<file path="src/rtl/d1_modadd_pkg.sv">
package d1_modadd_pkg;

  typedef enum logic {
    PFX_LOG    = 1'b0,
    PFX_SERIAL = 1'b1
  } pfx_e;

endpackage

</file>
<file path="src/rtl/d1_prefix_carry.sv">
// Group generate/propagate over bits [i:0] for every i.
module d1_prefix_carry
  import d1_modadd_pkg::*;
#(
  parameter int   W   = 8,
  parameter pfx_e PFX = PFX_LOG
) (
  input  logic [W-1:0] g_i,
  input  logic [W-1:0] p_i,
  output logic [W-1:0] gg_o,
  output logic [W-1:0] pp_o
);

  localparam int LVLS = $clog2(W);

  if (PFX == PFX_LOG) begin : g_tree
    for (genvar lv = 0; lv < LVLS; lv++) begin : lvl
      localparam int DIST = 1 << lv;
      logic [W-1:0] g_prev, p_prev, g_n, p_n;
      if (lv == 0) begin : g_base
        assign g_prev = g_i;
        assign p_prev = p_i;
      end else begin : g_link
        assign g_prev = lvl[lv-1].g_n;
        assign p_prev = lvl[lv-1].p_n;
      end
      for (genvar b = 0; b < W; b++) begin : bit_op
        if (b >= DIST) begin : g_comb
          assign g_n[b] = g_prev[b] | (p_prev[b] & g_prev[b-DIST]);
          assign p_n[b] = p_prev[b] & p_prev[b-DIST];
        end else begin : g_pass
          assign g_n[b] = g_prev[b];
          assign p_n[b] = p_prev[b];
        end
      end
    end
    assign gg_o = lvl[LVLS-1].g_n;
    assign pp_o = lvl[LVLS-1].p_n;
  end else begin : g_chain
    always_comb begin
      gg_o[0] = g_i[0];
      pp_o[0] = p_i[0];
      for (int i = 1; i < W; i++) begin
        gg_o[i] = g_i[i] | (p_i[i] & gg_o[i-1]);
        pp_o[i] = p_i[i] & pp_o[i-1];
      end
    end
  end

endmodule

</file>
<file path="src/rtl/d1_eac_core.sv">
// n-bit add with inverted end-around carry folded into the prefix carries.
module d1_eac_core
  import d1_modadd_pkg::*;
#(
  parameter int   W   = 8,
  parameter pfx_e PFX = PFX_LOG
) (
  input  logic [W-1:0] a_i,
  input  logic [W-1:0] b_i,
  output logic [W-1:0] sum_o,
  output logic         all_prop_o
);

  logic [W-1:0] g, p, gg, pp, cy;
  logic         cin;

  assign g = a_i & b_i;
  assign p = a_i ^ b_i;

  d1_prefix_carry #(.W(W), .PFX(PFX)) i_pfx (
    .g_i (g),
    .p_i (p),
    .gg_o(gg),
    .pp_o(pp)
  );

  // carry-out of the bare sum, inverted, is the +1
  assign cin = ~gg[W-1];

  assign cy[0] = cin;
  for (genvar i = 1; i < W; i++) begin : g_cy
    assign cy[i] = gg[i-1] | (pp[i-1] & cin);
  end

  assign sum_o      = p ^ cy;
  assign all_prop_o = pp[W-1];

endmodule

</file>
<file path="src/rtl/d1_zero_sel.sv">
// Zero-flag bypass and zero-result resolution.
module d1_zero_sel #(
  parameter int W = 8
) (
  input  logic [W-1:0] a_i,
  input  logic         az_i,
  input  logic [W-1:0] b_i,
  input  logic         bz_i,
  input  logic [W-1:0] sum_i,
  input  logic         wrap_i,
  output logic [W-1:0] s_o,
  output logic         sz_o
);

  always_comb begin
    unique case ({az_i, bz_i})
      2'b11: begin s_o = '0;  sz_o = 1'b1; end
      2'b10: begin s_o = b_i; sz_o = 1'b0; end
      2'b01: begin s_o = a_i; sz_o = 1'b0; end
      default: begin
        if (wrap_i) begin
          s_o  = '0;
          sz_o = 1'b1;
        end else begin
          s_o  = sum_i;
          sz_o = 1'b0;
        end
      end
    endcase
  end

endmodule

</file>
<file path="src/rtl/d1_modadd.sv">
module d1_modadd
  import d1_modadd_pkg::*;
#(
  parameter int   WIDTH = 8,
  parameter pfx_e PFX   = PFX_LOG
) (
  input  logic [WIDTH-1:0] a_dim_i,
  input  logic             a_zero_i,
  input  logic [WIDTH-1:0] b_dim_i,
  input  logic             b_zero_i,
  output logic [WIDTH-1:0] s_dim_o,
  output logic             s_zero_o
);

  logic [WIDTH-1:0] core_sum;
  logic             core_wrap;

  d1_eac_core #(.W(WIDTH), .PFX(PFX)) i_core (
    .a_i       (a_dim_i),
    .b_i       (b_dim_i),
    .sum_o     (core_sum),
    .all_prop_o(core_wrap)
  );

  d1_zero_sel #(.W(WIDTH)) i_sel (
    .a_i   (a_dim_i),
    .az_i  (a_zero_i),
    .b_i   (b_dim_i),
    .bz_i  (b_zero_i),
    .sum_i (core_sum),
    .wrap_i(core_wrap),
    .s_o   (s_dim_o),
    .sz_o  (s_zero_o)
  );

endmodule

</file>
<file path="config.mk">
export PLATFORM = sky130hd
export DESIGN_NAME = d1_modadd
export DESIGN_NICKNAME = d
export VERILOG_FILES = /design/src/rtl/d1_modadd_pkg.sv /design/src/rtl/d1_prefix_carry.sv /design/src/rtl/d1_eac_core.sv /design/src/rtl/d1_zero_sel.sv /design/src/rtl/d1_modadd.sv
export SDC_FILE = /design/constraint.sdc
export NUM_CORES = 1
export LEC_CHECK = 0
export ABC_AREA = 1
export BUFFER_PORTS_ARGS = -buffer_cell sky130_fd_sc_hd__buf_2
export CORE_ASPECT_RATIO = 2
export CORE_MARGIN = 2
export CORE_UTILIZATION = 25
export DETAILED_ROUTE_END_ITERATION = 7
export MAX_ROUTING_LAYER = met4
export PLACE_DENSITY = 0.5
export SLEW_MARGIN = 15
export SYNTH_ARGS = -nofsm -noshare
export SYNTH_HDL_FRONTEND = slang
export SYNTH_SLANG_ARGS = --single-unit
</file>
<file path="constraint.sdc">
create_clock -name vclk -period 2.6
set_clock_uncertainty 0.05 [all_clocks]
set_input_delay 0.13 -clock vclk [all_inputs]
set_output_delay 0.13 -clock vclk [all_outputs]
set_load 0.05 [all_outputs]
</file>
== Yosys cells after proc, flatten, opt, wreduce, memory -nomap -nowiden ==
Index checks and enable logic that the tools add are counted.

* Logic and storage cells: 77
* Input bits: 18
* Output and inout port bits: 9
* Flip-flop bits (word level): 0

* Equal/unequal tests: 3
* Multiplexer cells: 4
* Reductions and logical operators: 1
* Bitwise gates (word level): 69

{| class="wikitable"
|+ Operator list
! cell !! number
|-
| $and A1 B1 Y1 || 41
|-
| $or A1 B1 Y1 || 24
|-
| $pmux W8 S3 || 1
|-
| $xor A8 B8 Y8 || 2
|-
| $and A8 B8 Y8 || 1
|-
| $mux W8 || 1
|-
| $eq A2 B2 Y1 const B || 2
|-
| $eq A2 B1 Y1 const B || 1
|-
| $pmux W1 S2 || 1
|-
| $reduce_or A2 Y1 || 1
|-
| $mux W1 || 1
|-
| $not A1 Y1 || 1
|}

== Logic depth before layout (Yosys ltp) ==
Gate-level depths: netlist of run 1.

* Depth after elaboration: 13
* Mapped depth: 11
* Mapped depth without buffers: 11

== Modules after synthesis ==
Synthesis of run 1 repeated with hierarchy kept, for this count alone.

* Cells, all modules: 169
* Area total of the unflattened synthesis: 824.5 um2

{| class="wikitable"
|+ By module, submodules not included
! module !! seq. area each (um2) !! cells each !! area an instance (um2) !! instances
|-
| d1_eac_core || 0.0 || 59 || 305.3 || 1
|-
| d1_zero_sel || 0.0 || 56 || 277.8 || 1
|-
| d1_prefix_carry || 0.0 || 54 || 241.5 || 1
|}

== Worst setup path after synthesis of run 1 ==
Ideal clock, no wire load.

* Path kind: input port to output port
* Start point: input a_dim_i[2]
* End point: output s_dim_o[1]
* Path buffers: 0
* Required time: 2420 ps
* Arrival time: 2264 ps
* Path slack: 156 ps
* Stages: 10
* Path through: ha_1 > nand2_2 > inv_2 > nand2_2 > nand2_4 > nand2_4 > and2_1 > fa_1 > xnor2_1 > o211ai_1

* Cells in the longest elaborated chain, start to end: 12
* Elaborated cells between the ends (all ways): 17
* Classes of those cells: mux: 2; bitwise: 15

{| class="wikitable"
|+ Ends and longest elaborated chain
! what !! RTL line !! source
|-
| from (decl) || d1_modadd.sv:7 || <nowiki>input logic [WIDTH-1:0] a_dim_i,</nowiki>
|-
| $and A8 B8 Y8 or $xor A8 B8 Y8 (tied branches) || d1_eac_core.sv:17, d1_eac_core.sv:18 ||
|-
| $and A1 B1 Y1 (on tied branches) || d1_prefix_carry.sv:29, d1_prefix_carry.sv:30 ||
|-
| $or A1 B1 Y1 or $and A1 B1 Y1 (tied branches) || d1_prefix_carry.sv:29 || <nowiki>assign g_n[b] = g_prev[b] | (p_prev[b] & g_prev[b-DIST]);</nowiki>
|-
| $or A1 B1 Y1 || d1_prefix_carry.sv:29 ||
|-
| $and A1 B1 Y1 || d1_prefix_carry.sv:29 ||
|-
| $or A1 B1 Y1 || d1_prefix_carry.sv:29 ||
|-
| $not A1 Y1 || d1_eac_core.sv:28 || <nowiki>assign cin = ~gg[W-1];</nowiki>
|-
| $and A1 B1 Y1 || d1_eac_core.sv:32 || <nowiki>assign cy[i] = gg[i-1] | (pp[i-1] & cin);</nowiki>
|-
| $or A1 B1 Y1 || d1_eac_core.sv:32 ||
|-
| $xor A8 B8 Y8 || d1_eac_core.sv:35 || <nowiki>assign sum_o = p ^ cy;</nowiki>
|-
| $mux W8 (*) || d1_zero_sel.sv:21 || <nowiki>if (wrap_i) begin</nowiki>
|-
| $pmux W8 S3 (*) || d1_zero_sel.sv:16 || <nowiki>unique case ({az_i, bz_i})</nowiki>
|-
| to (decl) || d1_modadd.sv:11 || <nowiki>output logic [WIDTH-1:0] s_dim_o,</nowiki>
|}

Every way passes the cells marked *; elsewhere a longest branch is shown, timed or not.

== Final worst setup path of run 1 ==
Same ends and word-level chain as after synthesis.

==> results.py, run 1 <==
metrics = {
    "cells_and_area": {
        "fillCellCount": 351,
        "design_area_sq_um": 895,
        "drive_gt1_share_pct": 27.0,
        "seq_cell_count": 0,
        "nets": 188,
        "nClkBuffers": 0,
        "regArea_sq_um": 0,
        "diodes": 0,
        "final_util_pct": 32.3,
        "areaGrowthSynthToFinish_pct": 23.7,
    },
    "placed_design": {
        "dpl-instance-area_sq_um": 895,
        "dp_slack_ns": 0.294,
        "port_buffers": 27,
        "dp_hpwl_mm": 1.79,
        "place_congestion": 0.804,
    },
    "setup_path": {
        "worstSetupPathType": "primary input to output pin",
        "crit_path_start_kind": "primary input",
        "cp_top_family": "adder cells",
        "path_buf_inv": 3,
        "slowest_delay_ns": 0.38,
        "crit_required_ns": 2.42,
        "worstPathMaxFanout": 6,
        "end_kind": "output pin",
        "slowest_stage": "ha_1",
        "cp.arrival_ns": 2.11,
        "worstPathCellList": "buf_2 -> ha_1 -> nand2_2 -> inv_2 -> nand2_2 -> nand2_4 -> nand2_4 -> and2_1 -> fa_1 -> xnor2_1 -> o211ai_1 -> buf_2",
    },
    "sta": {
        "fin_crit_sh_pct": 88.0,
        "slew_headroom_pct": 69.8,
        "rsz0062_at_grt": "no",
        "hold_violations": 0,
        "drv_slew": 0,
        "fmax_mhz": 437,
        "worst_slack_ns": 0.311,
        "post-route-min-period_ns": 2.29,
        "finalSetupViolCount": 0,
        "worst_pin_slew_ns": 0.453,
        "setup_tns_ns": 0,
    },
    "global_routing": {
        "overflow": 0,
        "gr-usage-met1_pct": 14.4,
        "grt_pass1_wl_mm": 3.74,
        "track_usage_pct": 13.7,
        "grt_max_degree": 10,
        "grt_pass1_vias": 912,
        "grt.busiest_layer": "met2",
        "use_met2_pct": 27.8,
        "grt_antenna_before_repair": 0,
        "grtUsageMet3_pct": 0.225,
    },
    "yosys": {
        "yosys-top-cells-area": "nand2_1 (21%), ha_1 (14%), inv_1 (13%)",
        "netlist_area_sq_um": 723,
        "yosysTopAreaCell": "nand2_1",
        "yosysMostFrequentCell": "nand2_1",
        "syn_inst": 132,
        "yosys.cell_types.count": 21,
        "yosys_warnings": 0,
        "seq_area_frac_synth_pct": 0,
        "synth_top_area_share_pct": 21.3,
        "syn_nets": 159,
        "avgSynthCellArea_sq_um": 5.48,
        "synth_top_cells_by_count": "nand2_1 (41), inv_1 (25), nand3_1 (18)",
    },
    "job": {
        "maxCapViolations": 0,
    },
    "floorplanning": {
        "rows": 27,
        "initial_utilization_pct": 26.1,
        "core_area_sq_um": 2770,
        "die_y_microns": 80.1,
        "fp.dieW_microns": 42.0,
        "dieArea_sq_um": 3360,
        "ios": 27,
    },
    "drt": {
        "drt_iter0_drc": 10,
        "vias": 907,
        "wl_per_cell_microns": 11.0,
        "drc": 0,
        "wirelength_mm": 2.06,
        "postRouteAntennaNets": 0,
        "viasPerCell": 4.82,
        "first_pass_iters": 4,
    },
    "status": {
        "outcome": "finished clean",
    },
    "clock_network": {
        "cts_hold_buffers": 0,
        "ctsResizeCount": 0,
        "post_cts_buffers": 0,
    },
    "power_and_ir_drop": {
        "peakVddDrop_mv": 0.0953,
        "p_leak_nw": 0.547,
        "p_per_area_nw_per_um2": 267,
    },
    "min_path": {
        "min_path_type": "primary input to output pin",
    },
}
## power by group
part	switching, mW	internal, mW	leakage [nW]	total [mW]
Combinational	0.162	0.0767	0.547	0.239
Clock	0	0	0	0
Sequential	0	0	0	0
## stage by stage
step	cells	hold WS, ns	power [mW]
3_3_place_gp	188	0.636	0.239
4_1_cts	188	0.648	0.242
2_1_floorplan	132	0.608	0.183
3_5_place_dp	188	0.648	0.242
6_report	188	0.651	0.239
5_1_grt	188	0.662	0.269
## cells by family (layout without fill, tap and decap cells)
kind of cell | after synthesis | count (layout) | share of synthesized area [%]
adders and majority gates | 9 | 9 | 16.6
buffers and inverters | 28 | 55 | 14.5
and+or+nand+nor | 79 | 79 | 52.4
xor gates and xnor gates | 1 | 1 | 1.21
AOI/OAI and AO/OA | 15 | 15 | 15.2
## cells in the final DEF (no fill, tap or decap)
cell type  Yosys  layout
a21oi_1        6       6
a21oi_4        1       1
o21ai_0        1       1
nor2_4         1       1
xnor2_1        1       1
a22o_1         5       5
fa_1           1       1
nor2_2         3       3
buf_2          0      27
nand2_4        2       2
nand3_1       18      18
and2_1         2       2
inv_2          3       3
nand2_2        4       4
ha_1           8       8
o211ai_1       1       1
nand2_1       41      41
and2_0         1       1
a211oi_1       1       1
nand3_2        2       2
nor2_1         5       5
inv_1         25      25
## worst paths after layout
kind | start | end | slack (ns) | depth (start not counted)
hold / removal | b_dim_i[1] | s_dim_o[1] | 0.65 | 4
setup / recovery | a_dim_i[2] | s_dim_o[1] | 0.31 | 12
## layout make-up
type / count / area, sq um / area share, %
Multi-Input combinational cell: 104 / 618 / 69.1
Timing Repair Buffer: 27 / 135 / 15.1
Inverter: 28 / 105 / 11.7
Tap cell: 29 / 36.3 / 4.06
## tightest hold or removal path, delay by kind of cell
| kind | cells | cell delay, ns |
|---|---|---|
| AOI/OAI and AO/OA | 1 | 0.07 |
| and+or+nand+nor | 1 | 0.06 |
| buffers and inverters | 2 | 0.31 |
## routing by layer
metal / routed length [microns] / vias to the layer above
met1: 773 / 406
met2: 1180 / 21
li1: - / 476
met5: 0 / -
met4: 34 / 0
met3: 73 / 4
(Power assumes the default switching activity.)
==> run 2, diff against run 1 <==
--- a/config.mk
+++ b/config.mk
@@ -13,6 +13,7 @@
 export DETAILED_ROUTE_END_ITERATION = 7
 export MAX_ROUTING_LAYER = met4
 export PLACE_DENSITY = 0.5
+export RECOVER_POWER = 25
 export SLEW_MARGIN = 15
 export SYNTH_ARGS = -nofsm -noshare
 export SYNTH_HDL_FRONTEND = slang
==> run 2 against run 1 <==
Combinational power about the same. Routed wire length about the same. Largest power group unchanged. Total power shrank 0.31%. Global-route usage did not move. Via count unchanged. First-iteration DRC count unchanged.
==> results.py, run 2 (synthesized netlist as in run 1, its figures left out) <==
metrics = {
    "cells_and_area": {
        "regArea_sq_um": 0,
        "nClkBuffers": 0,
        "seq_cell_count": 0,
        "final_common_cell": "nand2_1",
        "areaGrowthSynthToFinish_pct": 23.4,
        "final_cell_mix": "nand2_1 (41), inv_1 (25), buf_2 (25), nand3_1 (18), ha_1 (8)",
        "nets": 188,
        "final_util_pct": 32.2,
        "diodes": 0,
        "drive_gt1_share_pct": 25.8,
        "fillCellCount": 353,
    },
    "drt": {
        "drc": 0,
        "first_pass_iters": 4,
        "wl_per_cell_microns": 11.0,
        "drt_iter0_drc": 10,
        "viasPerCell": 4.82,
        "postRouteAntennaNets": 0,
        "wirelength_mm": 2.06,
        "vias": 907,
    },
    "floorplanning": {
        "rows": 27,
        "initial_utilization_pct": 26.1,
        "die_y_microns": 80.1,
        "ios": 27,
        "core_area_sq_um": 2770,
        "fp.dieW_microns": 42.0,
        "dieArea_sq_um": 3360,
    },
    "global_routing": {
        "overflow": 0,
        "grt_antenna_before_repair": 0,
        "track_usage_pct": 13.7,
        "grt_pass1_wl_mm": 3.74,
        "grt_max_degree": 10,
        "grt_pass1_vias": 912,
    },
    "sta": {
        "worst_slack_ns": 0.311,
        "fin_crit_sh_pct": 88.0,
        "fmax_mhz": 437,
        "hold_slack_ns": 0.651,
        "drv_slew": 0,
        "post-route-min-period_ns": 2.29,
        "hold_violations": 0,
        "finalSetupViolCount": 0,
        "slew_headroom_pct": 60.9,
        "worst_pin_slew_ns": 0.589,
        "setup_tns_ns": 0,
        "rsz0062_at_grt": "no",
    },
    "power_and_ir_drop": {
        "comb_power_share_pct": 100.0,
        "p_leak_nw": 0.541,
        "peakVddDrop_mv": 0.0953,
        "p_int_uw": 75.9,
        "power_uw": 238,
        "clkPwrFrac_pct": 0,
        "p_per_area_nw_per_um2": 267,
        "power_frac_seq_pct": 0,
        "switching_share_pct": 68.2,
        "p_sw_uw": 163,
    },
    "setup_path": {
        "cp.arrival_ns": 2.11,
        "crit_required_ns": 2.42,
        "crit_path_start_kind": "primary input",
        "worstPathMaxFanout": 6,
        "worstSetupPathType": "primary input to output pin",
        "end_kind": "output pin",
    },
    "clock_network": {
        "post_cts_buffers": 0,
        "ctsResizeCount": 0,
        "cts_hold_buffers": 0,
    },
    "min_path": {
        "min_path_type": "primary input to output pin",
    },
    "placed_design": {
        "port_buffers": 27,
        "place_congestion": 0.804,
        "dp_slack_ns": 0.294,
        "dp_hpwl_mm": 1.79,
    },
    "job": {
        "maxCapViolations": 0,
    },
    "status": {
        "outcome": "finished clean",
    },
}
## run 2: cell types whose count changed in the layout (fill, tap and decap cells not counted)
cell      before  now
buf_2         27   25
clkbuf_1       0    2
## run 2: cell type report
class	instances	area (sq um)	share of cell area, %
Inverter	28	105	11.8
Tap cell	29	36.3	4.07
Multi-Input combinational cell	104	618	69.3
Timing Repair Buffer	27	133	14.9
## run 2: final timing paths
check	start	to	slack (ns)	depth (start not counted)
setup / recovery	a_dim_i[2]	s_dim_o[1]	0.31	12
hold / removal	b_dim_i[1]	s_dim_o[1]	0.65	4
## run 2: through the flow
stage	instance area, sq um	instances
finish	892	188
global route	892	188
CTS	895	188
detailed placement	895	188
global placement	895	188
floorplan	723	132
## run 2: critical path, stage by stage
cell      delay [ns]
buf_2           0.11
ha_1            0.38
nand2_2         0.12
inv_2           0.07
nand2_2         0.06
nand2_4         0.07
nand2_4         0.06
and2_1          0.15
fa_1            0.38
xnor2_1         0.14
o211ai_1        0.16
buf_2           0.28
## run 2: power groups by stage
stage	combinational, mW	clock, mW	sequential (mW)
2_1_floorplan	0.183	0	0
3_3_place_gp	0.239	0	0
3_5_place_dp	0.242	0	0
4_1_cts	0.242	0	0
5_1_grt	0.268	0	0
6_report	0.238	0	0
## run 2: metal layers
metal	vias to the layer above	routed length [microns]	global-route usage [%]
met3	4	73	0.225
met5	-	0	-
met1	406	773	14.4
met2	21	1180	27.8
met4	0	34	2.50
li1	476	-	-
